### config.mk
export PLATFORM = sky130hd
export DESIGN_NAME = cs_bus_seq
export DESIGN_NICKNAME = d
export VERILOG_FILES = /design/src/rtl/cs_bus_pkg.sv /design/src/rtl/cs_cfg_decode.sv /design/src/rtl/cs_wait_ctr.sv /design/src/rtl/cs_prefetch_buf.sv /design/src/rtl/cs_bus_seq.sv
export SDC_FILE = /design/constraint.sdc
export NUM_CORES = 1
export LEC_CHECK = 0
export BUFFER_PORTS_ARGS = -buffer_cell sky130_fd_sc_hd__buf_2
export CAP_MARGIN = 20
export CORE_MARGIN = 2
export CORE_UTILIZATION = 50
export CTS_CLUSTER_DIAMETER = 40
export CTS_CLUSTER_SIZE = 30
export DETAILED_ROUTE_END_ITERATION = 8
export GPL_TIMING_DRIVEN = 1
export PLACE_DENSITY_LB_ADDON = 0.08
export REMOVE_ABC_BUFFERS = 1
export SYNTH_ARGS = -nofsm -noshare
export SYNTH_HDL_FRONTEND = slang
export SYNTH_SLANG_ARGS = --single-unit
export TNS_END_PERCENT = 50
### constraint.sdc
create_clock -name clk_i -period 5.29 [get_ports clk_i]
set_input_delay 0.2645 -clock clk_i [delete_from_list [all_inputs] [get_ports clk_i]]
set_output_delay 0.2645 -clock clk_i [all_outputs]
set_load 0.01 [all_outputs]
### src/rtl/cs_bus_pkg.sv
package cs_bus_pkg;
  parameter int unsigned CFG_W  = 16;
  parameter int unsigned WORD_W = 16;
  parameter int unsigned BYTE_W = 8;
  parameter int unsigned BWAIT_W = 4;

  typedef struct packed {
    logic               pf_en;
    logic               idle_wr;
    logic               idle_rd;
    logic               xwait_en;
    logic [BWAIT_W-1:0] burst_wait;
    logic               byte_mode;
  } cs_cfg_t;

  typedef enum logic [1:0] {ST_IDLE, ST_ACC, ST_GAP} cs_state_e;
endpackage

### src/rtl/cs_cfg_decode.sv
module cs_cfg_decode
  import cs_bus_pkg::*;
#(
  parameter int unsigned PF_BIT = 15,
  parameter int unsigned WI_BIT = 14,
  parameter int unsigned RI_BIT = 13,
  parameter int unsigned XW_BIT = 12,
  parameter int unsigned BW_LSB = 8,
  parameter int unsigned BM_BIT = 0
) (
  input  logic [CFG_W-1:0] cfg_i,
  output cs_cfg_t          cfg_o
);
  localparam logic [CFG_W-1:0] BW_MASK = CFG_W'(((1 << BWAIT_W) - 1) << BW_LSB);
  localparam logic [CFG_W-1:0] USED = BW_MASK | (CFG_W'(1) << PF_BIT) | (CFG_W'(1) << WI_BIT)
                                    | (CFG_W'(1) << RI_BIT) | (CFG_W'(1) << XW_BIT)
                                    | (CFG_W'(1) << BM_BIT);

  logic unused_bits;
  assign unused_bits = ^(cfg_i & ~USED);

  always_comb begin
    cfg_o.pf_en      = cfg_i[PF_BIT];
    cfg_o.idle_wr    = cfg_i[WI_BIT];
    cfg_o.idle_rd    = cfg_i[RI_BIT];
    cfg_o.xwait_en   = cfg_i[XW_BIT];
    cfg_o.burst_wait = cfg_i[BW_LSB +: BWAIT_W];
    cfg_o.byte_mode  = cfg_i[BM_BIT];
  end
endmodule

### src/rtl/cs_wait_ctr.sv
module cs_wait_ctr #(
  parameter int unsigned CW = 4
) (
  input  logic          clk_i,
  input  logic          rst_ni,
  input  logic          load_i,
  input  logic [CW-1:0] load_val_i,
  input  logic          active_i,
  input  logic          xwait_en_i,
  input  logic          wait_ni,
  output logic          expire_o
);
  logic [CW-1:0] cnt_q;

  always_ff @(posedge clk_i or negedge rst_ni) begin
    if (!rst_ni)                     cnt_q <= '0;
    else if (load_i)                 cnt_q <= load_val_i;
    else if (active_i && cnt_q != '0) cnt_q <= cnt_q - 1'b1;
  end

  // external wait only looked at once programmed waits are spent
  assign expire_o = active_i && (cnt_q == '0) && (!xwait_en_i || wait_ni);
endmodule

### src/rtl/cs_prefetch_buf.sv
module cs_prefetch_buf #(
  parameter int unsigned AW = 16,
  parameter int unsigned DW = 16
) (
  input  logic          clk_i,
  input  logic          rst_ni,
  input  logic          inval_i,
  input  logic          fill_i,
  input  logic [AW-1:0] fill_addr_i,
  input  logic [DW-1:0] fill_data_i,
  input  logic [AW-1:0] look_addr_i,
  output logic          hit_o,
  output logic [DW-1:0] data_o
);
  logic          vld_q;
  logic [AW-1:0] addr_q;
  logic [DW-1:0] data_q;

  always_ff @(posedge clk_i or negedge rst_ni) begin
    if (!rst_ni) begin
      vld_q  <= 1'b0;
      addr_q <= '0;
      data_q <= '0;
    end else if (fill_i) begin
      vld_q  <= 1'b1;
      addr_q <= fill_addr_i;
      data_q <= fill_data_i;
    end else if (inval_i) begin
      vld_q  <= 1'b0;
    end
  end

  assign hit_o  = vld_q && (addr_q == look_addr_i);
  assign data_o = data_q;
endmodule

### src/rtl/cs_bus_seq.sv
module cs_bus_seq
  import cs_bus_pkg::*;
#(
  parameter int unsigned AW = 16,
  parameter int unsigned LW = 4
) (
  input  logic              clk_i,
  input  logic              rst_ni,
  input  logic [CFG_W-1:0]  cfg_i,
  input  logic              req_valid_i,
  output logic              req_ready_o,
  input  logic [AW-1:0]     req_addr_i,
  input  logic [WORD_W-1:0] req_wdata_i,
  input  logic              req_write_i,
  input  logic              req_burst_i,
  input  logic [LW-1:0]     req_len_i,
  output logic              done_o,
  output logic [WORD_W-1:0] rdata_o,
  output logic [AW-1:0]     ext_addr_o,
  output logic [WORD_W-1:0] ext_data_o,
  output logic              ext_data_oe_o,
  input  logic [WORD_W-1:0] ext_data_i,
  output logic              ext_cs_no,
  output logic              ext_rd_no,
  output logic              ext_wr_no,
  input  logic              ext_wait_ni
);
  localparam logic [AW-1:0] STEP = AW'(WORD_W / BYTE_W);

  cs_cfg_t cfg;
  cs_state_e st_q;

  logic [AW-1:0]     addr_q;
  logic [WORD_W-1:0] wdata_q, rdata_q, rd_word, pf_data;
  logic [BYTE_W-1:0] lo_q;
  logic [LW-1:0]     beats_q;
  logic write_q, burst_q, pf_run_q, hi_q, done_q;

  logic acc, accept, pf_hit_raw, hit, step_end, word_end, more_beats, to_pf, cont_acc;
  logic wc_load;
  logic [BWAIT_W-1:0] wc_val;

  cs_cfg_decode u_dec (.cfg_i(cfg_i), .cfg_o(cfg));

  assign acc        = (st_q == ST_ACC);
  assign accept     = (st_q == ST_IDLE) && req_valid_i;
  assign hit        = accept && pf_hit_raw && cfg.pf_en && !req_write_i && !req_burst_i;
  assign word_end   = step_end && (!cfg.byte_mode || hi_q);
  assign more_beats = (beats_q != '0);
  assign to_pf      = word_end && !pf_run_q && !write_q && !burst_q && cfg.pf_en && !more_beats;
  assign cont_acc   = !word_end || more_beats || to_pf;
  assign rd_word    = cfg.byte_mode ? {ext_data_i[BYTE_W-1:0], lo_q} : ext_data_i;

  assign wc_load = accept || (step_end && cont_acc);
  always_comb begin
    if (accept) wc_val = (req_burst_i && !hit) ? cfg.burst_wait : '0;
    else        wc_val = burst_q ? cfg.burst_wait : '0;
  end

  cs_wait_ctr #(.CW(BWAIT_W)) u_wait (
    .clk_i      (clk_i),
    .rst_ni     (rst_ni),
    .load_i     (wc_load),
    .load_val_i (wc_val),
    .active_i   (acc),
    .xwait_en_i (cfg.xwait_en),
    .wait_ni    (ext_wait_ni),
    .expire_o   (step_end)
  );

  cs_prefetch_buf #(.AW(AW), .DW(WORD_W)) u_pf (
    .clk_i       (clk_i),
    .rst_ni      (rst_ni),
    .inval_i     (accept),
    .fill_i      (word_end && pf_run_q),
    .fill_addr_i (addr_q),
    .fill_data_i (rd_word),
    .look_addr_i (req_addr_i),
    .hit_o       (pf_hit_raw),
    .data_o      (pf_data)
  );

  always_ff @(posedge clk_i or negedge rst_ni) begin
    if (!rst_ni) begin
      st_q     <= ST_IDLE;
      addr_q   <= '0;
      wdata_q  <= '0;
      rdata_q  <= '0;
      lo_q     <= '0;
      beats_q  <= '0;
      write_q  <= 1'b0;
      burst_q  <= 1'b0;
      pf_run_q <= 1'b0;
      hi_q     <= 1'b0;
      done_q   <= 1'b0;
    end else begin
      done_q <= 1'b0;
      unique case (st_q)
        ST_IDLE: if (accept) begin
          st_q    <= ST_ACC;
          hi_q    <= 1'b0;
          write_q <= req_write_i;
          wdata_q <= req_wdata_i;
          if (hit) begin
            done_q   <= 1'b1;
            rdata_q  <= pf_data;
            pf_run_q <= 1'b1;
            burst_q  <= 1'b0;
            beats_q  <= '0;
            addr_q   <= req_addr_i + STEP;
          end else begin
            pf_run_q <= 1'b0;
            burst_q  <= req_burst_i;
            beats_q  <= req_burst_i ? req_len_i : '0;
            addr_q   <= req_addr_i;
          end
        end
        ST_ACC: if (step_end) begin
          if (!word_end) begin
            hi_q <= 1'b1;
            lo_q <= ext_data_i[BYTE_W-1:0];
          end else begin
            hi_q <= 1'b0;
            if (!pf_run_q) begin
              done_q <= 1'b1;
              if (!write_q) rdata_q <= rd_word;
            end
            if (more_beats) begin
              beats_q <= beats_q - 1'b1;
              addr_q  <= addr_q + STEP;
            end else if (to_pf) begin
              pf_run_q <= 1'b1;
              addr_q   <= addr_q + STEP;
            end else begin
              pf_run_q <= 1'b0;
              st_q     <= (write_q ? cfg.idle_wr : cfg.idle_rd) ? ST_GAP : ST_IDLE;
            end
          end
        end
        ST_GAP:  st_q <= ST_IDLE;
        default: st_q <= ST_IDLE;
      endcase
    end
  end

  assign req_ready_o   = (st_q == ST_IDLE);
  assign done_o        = done_q;
  assign rdata_o       = rdata_q;
  assign ext_addr_o    = addr_q + {{(AW-1){1'b0}}, hi_q};
  assign ext_data_o    = cfg.byte_mode
                       ? {{(WORD_W-BYTE_W){1'b0}}, hi_q ? wdata_q[WORD_W-1:BYTE_W] : wdata_q[BYTE_W-1:0]}
                       : wdata_q;
  assign ext_data_oe_o = acc && write_q;
  assign ext_cs_no     = !acc;
  assign ext_rd_no     = !(acc && !write_q);
  assign ext_wr_no     = !(acc && write_q);
endmodule

==> impl_metrics.json <==
{
  "status": "completed",
  "num_rows": 39,
  "yosysSeqAreaShare_pct": 44.85,
  "grt_pass1_wl_mm": 24.37,
  "synthDominantCellAreaShare_pct": 44.85,
  "synth_largest_area_cell": "dfrtp_1",
  "synthesis.instances": 618,
  "grt-busiest-layer": "met2",
  "post-place-cells": 859,
  "max_slew_margin_pct": 39.42,
  "netlist_area_um2": 5803,
  "totalWireLength_mm": 14.73,
  "finalCritPeriodShare_pct": 53.21,
  "areaGrowthSynthToFinish_pct": 18.37,
  "globalRouteTotalUtil_pct": 24.38,
  "gp_congestion": 0.8712,
  "synthesized_area_divided_by_synthesized_cell_count_um2": 9.390,
  "number_of_enable_flip_flop_cells_after_synthesis": 0,
  "p_total_mw": 3.815,
  "critical_path_class": "flip-flop to flip-flop",
  "dp.final_hpwl_mm": 10.03,
  "max_slew.worst_pin.slew_ns": 0.9087,
  "dr_total_vias": 4932,
  "portBuffers": 120,
  "drive_above_1_share_pct": 28.10,
  "drt_first_pass_iters": 5,
  "worst-path-max-fanout": 16,
  "async_s_r_ff_share_synth_pct": 100.0,
  "synth.most_common_cell": "nand2_1",
  "maxClockFrequency_mhz": 355.2,
  "required_ns": 5.53,
  "primary_ff_master_synth": "dfrtp_1",
  "finalNetCount": 810,
  "clkLatencyLatePin_ns": 0.35,
  "path_cells": "xnor2_1 > nand4_1 > nor3_2 > nand3_1 > a21o_1 > mux2_4",
  "cts_tree": "built",
  "grt_setup_unrepaired": "no",
  "clk_root_buffer_cell": "clkbuf_16",
  "clock_sink_count": 104,
  "max_slew_violation_total_from_the_final_report": 0,
  "grtUsageMet3_pct": 4.028,
  "postLayoutCoreUtil_pct": 60.42,
  "1st_iter_drt_viols": 281,
  "diodes": 0,
  "cts_buffer_depth": 2,
  "irDropWorstVdd_v": 0.0002874,
  "globalRouteMet2Util_pct": 39.72,
  "grt_pass1_vias": 4833,
  "critPathLaunchType": "flip-flop",
  "initial_standard_cell_utilization_of_the_core_pct": 51.04,
  "final_std_cell_area_no_fill_um2": 6869,
  "core_area_um2": 11370,
  "area_occupied_by_multi_input_gates_um2": 3025,
  "dieHeight_um": 111.7,
  "synth_cell_type_count": 59,
  "fin_crit_ns": 2.815,
  "pre_cts_slack_ns": 2.441,
  "io-pin-count": 128,
  "finalHoldViolCount": 0,
  "final_antenna_net_count": 0,
  "floorplan_die_area_um2": 12480,
  "grt_use_met1_pct": 32.97,
  "yosys_register_bits": 104,
  "die-width_um": 111.7,
  "seq_area_um2": 2603,
  "drc_errors": 0,
  "critical_path.slowest_cell": "nor3_2",
  "postCtsSetupRepairBufs": 0,
  "power.density_nw_per_um2": 555.4,
  "power.leakage_nw": 3.268,
  "finalHoldWorstSlack_ns": 0.1001,
  "report.final.setup_viol": 0,
  "max_cap_viol_count": 0,
  "grt_start_max_net_pins": 71,
  "endpoint_class_of_the_critical_path": "flip-flop",
  "hold_path.class": "input pin to flip-flop",
  "clock-skew-final_ns": 0.008051,
  "cts-buffers-inserted": 9,
  "grt_residual_overflow": 0,
  "post_synth_main_area_contributors": "dfrtp_1 (45%), nand2_1 (8.9%), mux2_2 (7.4%), o21ai_0 (4.8%), xnor2_1 (4.2%)",
  "synth.cells.most_frequent": "nand2_1 (137), dfrtp_1 (104), o21ai_0 (56)",
  "drt-vias-per-instance": 5.630,
  "antenna_found_initial": 0,
  "crit_arrival_ns": 3.05,
  "clk_pin_slew_ns": 0.07,
  "detailed_place.area_um2": 6500,
  "timing.final.ws_setup_ns": 2.475,
  "drt-wirelength-per-cell_um": 16.81,
  "final.fill_count": 1040,
  "yosys_warnings": 0,
  "setup-tns-final_ns": 0,
  "worst_path_largest_cell_delay_ns": 0.75,
  "layout.cells.non_filler": 876,
  "cts_htree_levels": 3
}
[layout make-up]
cell class | count | share of cell area [%]
Multi-Input combinational cell | 476 | 44.04
Sequential cell | 104 | 37.89
Timing Repair Buffer | 130 | 9.909
Clock buffer | 11 | 3.679
Tap cell | 143 | 2.605
Clock inverter | 4 | 1.439
Inverter | 8 | 0.4372
[path summary, 6_finish.rpt]
| kind | cells after the start | from | slack (ns) | endpoint |
|---|---|---|---|---|
| max | 6 | u_pf.addr_q[14] | 2.48 | rdata_o[0] |
| min | 3 | req_wdata_i[14] | 0.10 | wdata_q[14] |
| max reg2reg | 6 | u_pf.addr_q[14] | 2.48 | rdata_o[0] |
| min reg2reg | 2 | wdata_q[0] | 0.48 | wdata_q[0] |
| max in group asynchronous | 3 | rst_ni | 3.63 | st_q[0] |
| min in group asynchronous | 2 | rst_ni | 0.40 | rdata_o[8] |
[critical path: cells and delay by family, from the launching register on]
family / cells / cell delay (ns)
AND/OR/NAND/NOR: 3 / 1.05
AO/OA/AOI/OAI: 1 / 0.54
multiplexers: 1 / 0.43
flip-flops: 1 / 0.39
XOR/XNOR: 1 / 0.28
[layout by cell type, fill, tap and decap left out, types with 2 or more instances in the layout]
| cell type | n |
|---|---|
| a21oi_1 | 17 |
| a31oi_1 | 4 |
| and2_1 | 4 |
| and3_1 | 13 |
| and4_1 | 2 |
| buf_2 | 119 |
| buf_4 | 10 |
| bufinv_16 | 3 |
| clkbuf_16 | 9 |
| clkbuf_8 | 2 |
| dfrtp_1 | 104 |
| ha_1 | 7 |
| inv_1 | 8 |
| mux2_2 | 38 |
| mux2_4 | 10 |
| mux2i_1 | 19 |
| nand2_1 | 137 |
| nand3_1 | 22 |
| nand4_1 | 12 |
| nor2_1 | 25 |
| nor2b_1 | 11 |
| nor3_1 | 10 |
| nor3_2 | 2 |
| nor3b_1 | 3 |
| nor4_1 | 2 |
| o211ai_1 | 6 |
| o21ai_0 | 56 |
| o21ai_1 | 4 |
| o22ai_1 | 3 |
| or4_1 | 5 |
| xnor2_1 | 28 |
| xor2_1 | 10 |
[routing by layer]
| metal | part of all wire [%] | vias to the layer above |
|---|---|---|
| li1 | - | 2367 |
| met1 | 45 | 2373 |
| met2 | 48 | 169 |
| met3 | 5.5 | 23 |
| met4 | 1.7 | 0 |
| met5 | 0 | - |
[registers in the layout (all words and copies together) (netlist names), 4 cells and up]
name / count
u_pf.addr_q: 16
addr_q: 16
wdata_q: 16
u_pf.data_o: 16
u_wait.cnt_q: 4
lo_q: 8
beats_q: 4
rdata_o: 16
[timing repair]
action | in CTS | in global routing
endpoints found under the hold margin | 34 | 0
resized for setup | 0 | 0
hold buffers | 1 | 0
[where the power goes]
| group | switching (mW) | total (mW) | internal (mW) |
|---|---|---|---|
| combinational | 0.822 | 1.55 | 0.731 |
| sequential | 0.299 | 1.47 | 1.17 |
| clock | 0.306 | 0.794 | 0.488 |
[kinds of logic (layout without fill, tap and decap cells)]
kind of cell | after synthesis | in the layout | synth area share, %
flip-flops | 104 | 104 | 44.85
AND/OR/NAND/NOR | 260 | 260 | 21.28
buffers and inverters | 38 | 153 | 3.019
multiplexers | 67 | 67 | 13.24
adder cells (fa/ha/maj) | 7 | 7 | 1.509
AO/OA/AOI/OAI | 104 | 104 | 10.37
XOR/XNOR | 38 | 38 | 5.735
(Power assumes the default switching activity.)
